$ cat src/rtl/p2f_pkg.sv
// Shared types for the progressive-to-field converter.
// Assumes packet type in the low nibble of a packet's first word.
package p2f_pkg;
    // Control word; the field order places en at bit 0 up to restart at bit 4.
    typedef struct packed {
        logic restart;
        logic hint_en;
        logic start_f1;
        logic pass_int;
        logic en;
    } p2f_cfg_t;

    typedef enum logic [1:0] {S_IDLE, S_CIN, S_COUT, S_VID} p2f_state_t;
    typedef enum logic [1:0] {M_FIELD, M_PASS, M_DROP} p2f_mode_t;

    localparam logic [3:0] PKT_CTRL = 4'hF;
endpackage

$ cat src/rtl/p2f_regs.sv
// Run-time control word at address 0 with parameter reset values.
// The restart bit stays pending until the datapath reports it was taken.
module p2f_regs
    import p2f_pkg::*;
#(
    parameter int REG_W     = 32,
    parameter int AW        = 2,
    parameter bit DEF_EN    = 1'b1,
    parameter bit DEF_PASS  = 1'b1,
    parameter bit DEF_START = 1'b0,
    parameter bit DEF_HINT  = 1'b0
) (
    input  logic             clk,
    input  logic             rst_n,
    input  logic             reg_wr,
    input  logic [AW-1:0]    reg_addr,
    input  logic [REG_W-1:0] reg_wdata,
    input  logic             restart_take,
    output p2f_cfg_t         cfg,
    output logic [REG_W-1:0] reg_rdata
);
    localparam int CFG_W = $bits(p2f_cfg_t);

    logic hit;
    logic unused_wbits;

    assign hit          = reg_wr && (reg_addr == '0);
    assign unused_wbits = ^reg_wdata[REG_W-1:CFG_W];

    // Holds the control fields and the pending restart request.
    always_ff @(posedge clk) begin
        if (!rst_n) begin
            cfg.en       <= DEF_EN;
            cfg.pass_int <= DEF_PASS;
            cfg.start_f1 <= DEF_START;
            cfg.hint_en  <= DEF_HINT;
            cfg.restart  <= 1'b0;
        end else begin
            if (hit) begin
                cfg.en       <= reg_wdata[0];
                cfg.pass_int <= reg_wdata[1];
                cfg.start_f1 <= reg_wdata[2];
                cfg.hint_en  <= reg_wdata[3];
            end
            cfg.restart <= (cfg.restart & ~restart_take) | (hit & reg_wdata[4]);
        end
    end

    // Read mux: only address 0 returns data.
    always_comb begin
        reg_rdata = '0;
        if (reg_addr == '0) reg_rdata[CFG_W-1:0] = cfg;
    end
endmodule

$ cat src/rtl/p2f_parity.sv
// Field parity sequencer: picks F0/F1 for each interlaced frame.
// Assumes decide pulses once per progressive frame that is interlaced.
module p2f_parity #(
    parameter int DW = 16
) (
    input  logic          clk,
    input  logic          rst_n,
    input  logic          decide,
    input  logic [DW-1:0] width,
    input  logic [DW-1:0] height,
    input  logic [3:0]    nib,
    input  logic          start_f1,
    input  logic          hint_en,
    input  logic          restart_req,
    output logic          field_f1,
    output logic          seq_restart,
    output logic          hinted
);
    logic          nxt_f1, seen, par;
    logic [DW-1:0] pw, ph;
    logic          unused_b2;

    assign unused_b2 = nib[2];

    // Restart, hint and parity selection for the frame being decided.
    always_comb begin
        seq_restart = restart_req | ~seen | (width != pw) | (height != ph);
        hinted      = hint_en & ~nib[3] & ~nib[1];
        if (hinted)           par = nib[0];
        else if (seq_restart) par = start_f1;
        else                  par = nxt_f1;
    end

    // Sequence state: chosen parity, next parity and last resolution.
    always_ff @(posedge clk) begin
        if (!rst_n) begin
            field_f1 <= 1'b0;
            nxt_f1   <= 1'b0;
            seen     <= 1'b0;
            pw       <= '0;
            ph       <= '0;
        end else if (decide) begin
            field_f1 <= par;
            nxt_f1   <= ~par;
            seen     <= 1'b1;
            pw       <= width;
            ph       <= height;
        end
    end
endmodule

$ cat src/rtl/p2f_path.sv
// Stream datapath: absorbs control packets, re-emits or drops them, then
// filters video rows. Assumes 4-beat control packets and height >= 2.
module p2f_path
    import p2f_pkg::*;
#(
    parameter int DW = 16
) (
    input  logic          clk,
    input  logic          rst_n,
    input  p2f_cfg_t      cfg_live,
    input  logic          in_valid,
    output logic          in_ready,
    input  logic [DW-1:0] in_data,
    input  logic          in_sop,
    input  logic          in_eop,
    output logic          out_valid,
    input  logic          out_ready,
    output logic [DW-1:0] out_data,
    output logic          out_sop,
    output logic          out_eop,
    input  logic          field_f1,
    output logic          decide,
    output logic [DW-1:0] w_o,
    output logic [DW-1:0] h_o,
    output logic [3:0]    nib_o,
    output p2f_cfg_t      snap,
    output logic          restart_take
);
    localparam logic [DW-1:0] ONE = DW'(1);
    localparam logic [DW-1:0] TWO = DW'(2);

    p2f_state_t    st;
    p2f_mode_t     mode, nmode;
    logic [1:0]    beat;
    logic [DW-1:0] w_q, h_q, n_q, row, col, half_h, last_row;
    logic          hdr_done, keep, in_acc;

    assign w_o   = w_q;
    assign h_o   = h_q;
    assign nib_o = in_data[3:0];

    // Mode chosen from the nibble beat and the sampled settings.
    always_comb begin
        if (in_data[3]) nmode = snap.pass_int ? M_PASS : M_DROP;
        else            nmode = snap.en ? M_FIELD : M_PASS;
    end

    // Parity request, field height and last kept row.
    always_comb begin
        decide       = (st == S_CIN) && (beat == 2'd2) && in_valid && (nmode == M_FIELD);
        restart_take = decide & snap.restart;
        half_h       = field_f1 ? (h_q >> 1) : ((h_q + ONE) >> 1);
        last_row     = (h_q[0] != field_f1) ? (h_q - ONE) : (h_q - TWO);
        keep         = !hdr_done || (mode == M_PASS) || (row[0] == field_f1);
    end

    // Handshake and output word steering per state.
    always_comb begin
        in_ready  = 1'b0;
        out_valid = 1'b0;
        out_data  = in_data;
        out_sop   = 1'b0;
        out_eop   = 1'b0;
        case (st)
            S_IDLE, S_CIN: in_ready = 1'b1;
            S_COUT: begin
                out_valid = 1'b1;
                out_sop   = (beat == 2'd0);
                out_eop   = (beat == 2'd3);
                case (beat)
                    2'd0: out_data = {{(DW-4){1'b0}}, PKT_CTRL};
                    2'd1: out_data = w_q;
                    2'd2: out_data = (mode == M_FIELD) ? half_h : h_q;
                    default: out_data = (mode == M_FIELD) ?
                                        {{(DW-4){1'b0}}, 3'b100, field_f1} : n_q;
                endcase
            end
            default: begin
                if (mode == M_DROP || !keep) begin
                    in_ready = 1'b1;
                end else begin
                    in_ready  = out_ready;
                    out_valid = in_valid;
                    out_sop   = !hdr_done;
                    out_eop   = (mode == M_PASS) ? in_eop :
                                (hdr_done && row == last_row && col == w_q - ONE);
                end
            end
        endcase
    end

    assign in_acc = in_valid & in_ready;

    // Packet state machine, control capture and row/column counting.
    always_ff @(posedge clk) begin
        if (!rst_n) begin
            st       <= S_IDLE;
            mode     <= M_PASS;
            beat     <= 2'd0;
            w_q      <= '0;
            h_q      <= '0;
            n_q      <= '0;
            row      <= '0;
            col      <= '0;
            hdr_done <= 1'b0;
            snap     <= '0;
        end else begin
            case (st)
                S_IDLE: if (in_valid && in_sop) begin
                    if (in_data[3:0] == PKT_CTRL) begin
                        snap <= cfg_live;
                        st   <= S_CIN;
                        beat <= 2'd0;
                    end else if (!in_eop) begin
                        st       <= S_VID;
                        mode     <= M_DROP;
                        hdr_done <= 1'b1;
                    end
                end
                S_CIN: if (in_valid) begin
                    beat <= beat + 2'd1;
                    case (beat)
                        2'd0: w_q <= in_data;
                        2'd1: h_q <= in_data;
                        default: begin
                            n_q      <= in_data;
                            mode     <= nmode;
                            st       <= (nmode == M_DROP) ? S_VID : S_COUT;
                            beat     <= 2'd0;
                            hdr_done <= 1'b0;
                            row      <= '0;
                            col      <= '0;
                        end
                    endcase
                end
                S_COUT: if (out_ready) begin
                    beat <= beat + 2'd1;
                    if (beat == 2'd3) st <= S_VID;
                end
                default: if (in_acc) begin
                    if (!hdr_done) begin
                        hdr_done <= 1'b1;
                    end else if (col == w_q - ONE) begin
                        col <= '0;
                        row <= row + ONE;
                    end else begin
                        col <= col + ONE;
                    end
                    if (in_eop) st <= S_IDLE;
                end
            endcase
        end
    end
endmodule

$ cat src/rtl/p2f_interlacer.sv
// Top of the progressive-to-field converter: control word, parity
// sequencer and stream datapath. Assumes well-formed packets.
module p2f_interlacer
    import p2f_pkg::*;
#(
    parameter int DW        = 16,
    parameter int REG_W     = 32,
    parameter int AW        = 2,
    parameter bit DEF_EN    = 1'b1,
    parameter bit DEF_PASS  = 1'b1,
    parameter bit DEF_START = 1'b0,
    parameter bit DEF_HINT  = 1'b0
) (
    input  logic             clk,
    input  logic             rst_n,
    input  logic             in_valid,
    output logic             in_ready,
    input  logic [DW-1:0]    in_data,
    input  logic             in_sop,
    input  logic             in_eop,
    output logic             out_valid,
    input  logic             out_ready,
    output logic [DW-1:0]    out_data,
    output logic             out_sop,
    output logic             out_eop,
    input  logic             reg_wr,
    input  logic [AW-1:0]    reg_addr,
    input  logic [REG_W-1:0] reg_wdata,
    output logic [REG_W-1:0] reg_rdata
);
    p2f_cfg_t      cfg_live, snap;
    logic          restart_take, decide, field_f1, seq_restart, hinted;
    logic [DW-1:0] ctl_w, ctl_h;
    logic [3:0]    ctl_nib;

    p2f_regs #(
        .REG_W(REG_W), .AW(AW), .DEF_EN(DEF_EN), .DEF_PASS(DEF_PASS),
        .DEF_START(DEF_START), .DEF_HINT(DEF_HINT)
    ) u_regs (
        .clk(clk), .rst_n(rst_n), .reg_wr(reg_wr), .reg_addr(reg_addr),
        .reg_wdata(reg_wdata), .restart_take(restart_take),
        .cfg(cfg_live), .reg_rdata(reg_rdata)
    );

    p2f_parity #(.DW(DW)) u_par (
        .clk(clk), .rst_n(rst_n), .decide(decide), .width(ctl_w),
        .height(ctl_h), .nib(ctl_nib), .start_f1(snap.start_f1),
        .hint_en(snap.hint_en), .restart_req(snap.restart),
        .field_f1(field_f1), .seq_restart(seq_restart), .hinted(hinted)
    );

    p2f_path #(.DW(DW)) u_path (
        .clk(clk), .rst_n(rst_n), .cfg_live(cfg_live),
        .in_valid(in_valid), .in_ready(in_ready), .in_data(in_data),
        .in_sop(in_sop), .in_eop(in_eop), .out_valid(out_valid),
        .out_ready(out_ready), .out_data(out_data), .out_sop(out_sop),
        .out_eop(out_eop), .field_f1(field_f1), .decide(decide),
        .w_o(ctl_w), .h_o(ctl_h), .nib_o(ctl_nib), .snap(snap),
        .restart_take(restart_take)
    );
endmodule

$ cat config.mk
export PLATFORM = sky130hd
export DESIGN_NAME = p2f_interlacer
export DESIGN_NICKNAME = d
export VERILOG_FILES = /design/src/rtl/p2f_pkg.sv /design/src/rtl/p2f_regs.sv /design/src/rtl/p2f_parity.sv /design/src/rtl/p2f_path.sv /design/src/rtl/p2f_interlacer.sv
export SDC_FILE = /design/constraint.sdc
export NUM_CORES = 1
export LEC_CHECK = 0
export BUFFER_PORTS_ARGS = -buffer_cell sky130_fd_sc_hd__buf_2
export CORE_MARGIN = 10
export CORE_UTILIZATION = 64
export DETAILED_ROUTE_END_ITERATION = 8
export PLACE_DENSITY = 0.87
export SLEW_MARGIN = 10
export SYNTH_ARGS = -nofsm -noshare
export SYNTH_HDL_FRONTEND = slang
export SYNTH_HIERARCHICAL = 1
export SYNTH_SLANG_ARGS = --single-unit
export TNS_END_PERCENT = 50
$ cat constraint.sdc
create_clock -name clk -period 10.3 [get_ports clk]
set_input_delay 2.06 -clock clk [delete_from_list [all_inputs] [get_ports clk]]
set_output_delay 2.06 -clock clk [all_outputs]
set_load 0.01 [all_outputs]
# [Yosys cells after proc, flatten, opt, wreduce, memory -nomap -nowiden]
# Index checks and enable logic that the tools add are counted.
[word_totals] reg_bits=132 wordCells=172 input_bits=57
[op_classes] n_mux=61 n_eq_ne=24 bitwise_logic=18 add_sub_neg=7 n_reduce_logical=38
[op_table] cell="2-to-1 mux 16 bit" count=12
[op_table] cell="one-hot mux 16 bit (2 select lines)" count=2
[op_table] cell="adder 16 x 1 -> 16 bit, second input constant" count=3
[op_table] cell="one-hot mux 16 bit (3 select lines)" count=1
[op_table] cell="2-to-1 mux 2 bit" count=21
[op_table] cell="== test 16 bit" count=2
[op_table] cell="!= test 16 bit" count=2
[op_table] cell="subtractor 16 x 1 -> 16 bit, second input constant" count=2
[op_table] cell="subtractor 16 x 2 -> 16 bit, second input constant" count=1
[op_table] cell="2-to-1 mux 1 bit" count=15
[op_table] cell="2-to-1 mux 15 bit" count=1
[op_table] cell="one-hot mux 2 bit (3 select lines)" count=2
[op_table] cell="AND reduction 3 bit" count=4
[op_table] cell="AND reduction 6 bit" count=2
[op_table] cell="== test 2 bit, second input constant" count=5
[op_table] cell="zero test 2 bit" count=5
[op_table] cell="!= test 2 bit, second input constant" count=5
[op_table] cell="AND reduction 5 bit" count=2
[op_table] cell="inverter 1 bit" count=8
[op_table] cell="one-hot mux 1 bit (2 select lines)" count=4
[op_table] cell="AND reduction 8 bit" count=1
[op_table] cell="nonzero test 2 bit" count=4
[op_table] cell="nonzero test 4 bit" count=2
[op_table] cell="logical AND 1 bit" count=7
[op_table] cell="other kinds (17)" count=35

# [Logic depth before layout (Yosys ltp)]
[logic_depth] ltp_word=10 ltp_mapped=12

# [By module]
# Netlist, hierarchy kept.
[modules_own_cells] mod="p2f_path" seq_area_each_um2=1841.8 area_per_inst_um2=6371.1 n_inst=1 cells_per_inst=880
[modules_own_cells] mod="p2f_parity" seq_area_each_um2=700.7 area_per_inst_um2=1830.5 n_inst=1 cells_per_inst=183
[modules_own_cells] mod="p2f_regs" seq_area_each_um2=100.1 area_per_inst_um2=459.2 n_inst=1 cells_per_inst=55

# [Least setup slack after synthesis]
# Ideal clock, no wire load.
[synth_timing] kind="register to output" from="reg u_par.field_f1" to="out out_eop" path_slack_ns=5.445 required_ns=8.240 n_path_buf=2 stages_incl_launch_ff=10 arrival_ns=2.795 cell_sequence="dfxtp_1 clkbuf_1 xor2_1 mux2i_1 or4_1 clkbuf_1 or3_1 a2111oi_0 o2111ai_1 o21ai_1"
[synth_between] elab_chain_len=8
[synth_lines] element="start: declaration" line_no="p2f_parity.sv:15" text="output logic field_f1,"
[synth_lines] element="start signal: assignment" line_no="p2f_parity.sv:43" text="field_f1 <= par;"
[synth_lines] element="!= test 1 bit" line_no="p2f_path.sv:53" text="last_row = (h_q[0] != field_f1) ? (h_q - ONE) : (h_q - TWO);"
[synth_lines] element="2-to-1 mux 16 bit" line_no="p2f_path.sv:53"
[synth_lines] element="== test 16 bit" line_no="p2f_path.sv:86" text="(hdr_done && row == last_row && col == w_q - ONE);"
[synth_lines] element="logical AND 1 bit (2 in a row)" line_no="p2f_path.sv:86"
[synth_lines] element="2-to-1 mux 1 bit" line_no="p2f_path.sv:85" text="out_eop = (mode == M_PASS) ? in_eop :"
[synth_lines] element="2-to-1 mux 1 bit *" line_no="p2f_path.sv:79" text="if (mode == M_DROP || !keep) begin"
[synth_lines] element="one-hot mux 1 bit (2 select lines) *" line_no="p2f_path.sv:64" text="case (st)"
[synth_lines] element="end: declaration" line_no="p2f_interlacer.sv:25" text="output logic out_eop,"
# Mark *: on every way between the ends. The rest lies on a longest branch, timed or not.

# [Worst setup path after layout]
[layout_timing] from="reg u_path.w_q[0], in the netlist u_path/w_o[0]" to="out out_eop"
[layout_between] elab_chain_len=6
[layout_lines] element="start: declaration" line_no="p2f_path.sv:35" text="logic [DW-1:0] w_q, h_q, n_q, row, col, half_h, last_row;"
[layout_lines] element="start signal: assignment" line_no="p2f_path.sv:123" text="2'd0: w_q <= in_data;"
[layout_lines] element="subtractor 16 x 1 -> 16 bit" line_no="p2f_path.sv:86"
[layout_lines] element="== test 16 bit" line_no="p2f_path.sv:86"
[layout_lines] element="logical AND 1 bit" line_no="p2f_path.sv:86"
[layout_lines] element="2-to-1 mux 1 bit" line_no="p2f_path.sv:85"
[layout_lines] element="2-to-1 mux 1 bit" line_no="p2f_path.sv:79"
[layout_lines] element="one-hot mux 1 bit (2 select lines)" line_no="p2f_path.sv:64"
# No other way between the ends.

==> run_results.csv <==
group,metric,value,unit
status,outcome,"completed",
pwr,power_frac_clock,37.8,%
global_routing,grt_max_degree,52,
floorplan,die_x,136,µm
worst_hold_path,hp-class,"reg2reg",
timing,tns,0,ns
run,maxCapViolations,0,
clocking,clkSinkCount,132,
clocking,cts_resized,0,
pwr,p_switching,565,µW
timing,final_hold_viol_count,0,
pwr,switching_share,35.0,%
pwr,power_leakage,0.00344,µW
clocking,hold_buffers,0,
finish,syn_to_final_growth,8.10,%
timing,setup_viol,0,
timing,layout_min_cycle_time,5.84,ns
pwr,p_int,1050,µW
finish,diodes,0,
clocking,path_clk_slew,0.06,ns
floorplan,start_util,65.0,%
detailed_routing,drt_iter0_drc,1130,
clocking,htree_levels,4,
logic_synthesis,yosys_warnings,6,
finish,final_util,70.3,%
timing,worst_pin_slew,1.01,ns
clocking,cts_tree,"done",
pwr,power.share.sequential,34.9,%
detailed_routing,drcViolationCount,0,
placement,dp_hpwl,16.2,mm
worst_setup_path,cp.arrival,3.78,ns
floorplan,io_pins,109,
pwr,p_per_area,174,nW/µm²
logic_synthesis,syn_avg_cell_area,7.77,µm²
detailed_routing,vias_per_cell,6.31,
clocking,cts_setup_buffers,0,
timing,fin_crit_sh,56.7,%
finish,finalInstanceArea,9270,µm²
global_routing,grt_pass1_vias,7597,
placement,place_congestion,0.921,
worst_setup_path,crit_path_end_kind,"primary output",
global_routing,overflow,0,
worst_setup_path,crit_required,8.24,ns
logic_synthesis,synthCells,1103,
placement,io_buffers,54,
global_routing,grtUsageTotal,25.1,%
timing,rsz0062_at_grt,"no",
clocking,clk_latency,0.43,ns
detailed_routing,dr_total_vias,8137,
timing,skew,0.00656,ns
logic_synthesis,synth_area,8570,µm²
global_routing,antenna_found_initial,0,
placement,place_area,8680,µm²
floorplan,core,13200,µm²
worst_setup_path,critPathKind,"reg2out",
timing,max_slew_margin,32.4,%
floorplan,die_area,18400,µm²
floorplan,rows,42,
finish,nets,1175,
finish,fill_cells,1012,
clocking,cts_buffers,17,
clocking,clockBufferDepth,2,
detailed_routing,post_drt_wl_per_cell,18.5,µm
detailed_routing,antenna_left,0,
worst_setup_path,worstSetupStartpointType,"register",
timing,fmax,171,MHz
detailed_routing,drt_wl_total,23.8,mm
clocking,cts_root_buf,"clkbuf_16",
pwr,p_comb_share,27.2,%
timing,maxSlewViolCount,0,
worst_setup_path,cp_max_fo,9,
floorplan,die_h,136,µm
global_routing,grt_first_pass_wirelength,37.6,mm
pwr,ir_worst_vdd,0.170,mV
finish,drive_above_1_share,10.6,%
detailed_routing,drt-pass1-iter-count,6,
==> per-layer routing <==
layer  part of all wire (%)  global-route usage [%]  vias to the layer above
met5                      0                       0                        -
met4                    3.1                    13.0                        0
met3                     10                    6.23                       70
met2                     47                    40.3                      479
met1                     40                    30.3                     3758
li1                       -                       -                     3830
==> worst paths after layout <==
path | start | endpoint | slack [ns] | depth (start not counted)
setup / recovery | u_path/w_o[0] | out_eop | 4.46 | 10
setup reg to reg | u_path/beat[1] | u_path/row[14] | 6.03 | 9
hold / removal | u_par/seen | u_par/seen | 0.46 | 1
hold reg to reg | u_par/seen | u_par/seen | 0.46 | 1
==> state kept, by name, indices dropped and copies added, names as in the netlist, 2 cells and up <==
signal and flops:
u_path/h_o 16, u_regs/cfg 5, u_path/beat 2, u_path/row 16, u_path/n_q 16, u_path/st 2, u_path/w_o 16, u_par/ph 16
u_path/col 16, u_path/snap 5, u_par/pw 16, u_path/mode 2
==> worst max-delay path: stages, from the launching register on <==
cell,delay (ns)
dfxtp_1,0.50
inv_1,0.13
ha_1,0.25
nor3b_1,0.62
nand4_1,0.20
xnor2_1,0.28
nand4_1,0.17
nor4_1,0.66
o2111ai_1,0.20
o21ai_1,0.17
buf_2,0.15
==> power groups by stage <==
stage          clock network [µW]  registers (µW)  logic, µW
6_report                      611             564        439
5_1_grt                       635             565        477
2_1_floorplan                   0             557        338
3_3_place_gp                    0             572        417
3_5_place_dp                    0             573        423
4_1_cts                       614             562        429
==> per-stage QoR <==
stage / setup WS (ns) / std cells / hold slack, ns / power (µW)
after global routing: 4.35 / 1290 / 0.473 / 1680
after global placement: 5.05 / 1258 / 0.436 / 989
after detailed placement: 5.04 / 1258 / 0.441 / 996
after CTS: 4.55 / 1290 / 0.455 / 1600
final: 4.46 / 1290 / 0.456 / 1610
after floorplan: 5.45 / 1129 / 0.428 / 894
==> area by class of cell <==
class	instances	area, µm²	share of cell area [%]
sequential	132	2640	28.5
clock buffer	20	447	4.82
clock inverter	12	143	1.54
tap	176	220	2.38
multi-input combinational	864	5400	58.3
inverter	25	93.8	1.01
timing repair buffer	61	323	3.48
==> cell usage in the layout, fill, tap and decap left out, drive strengths merged, types with 4 or more instances in the layout <==
cell type	count
a21o	6
a21oi	99
clkinvlp	4
nor4	18
or2	4
conb	27
nand4b	6
or4	17
a221oi	8
or3	5
inv	30
mux2	7
dfxtp	132
nor3	18
o21ai	24
and3	11
nor3b	4
clkbuf	20
nor2b	39
nand2	161
xnor2	45
a2111oi	4
ha	17
o2111ai	4
a31oi	11
buf	61
xor2	48
nand3	34
nor2	79
o31ai	16
o211a	4
and2	10
mux2i	45
nand4	19
o211ai	7
nand2b	9
No activity file was read; power rests on OpenSTA's default activity.
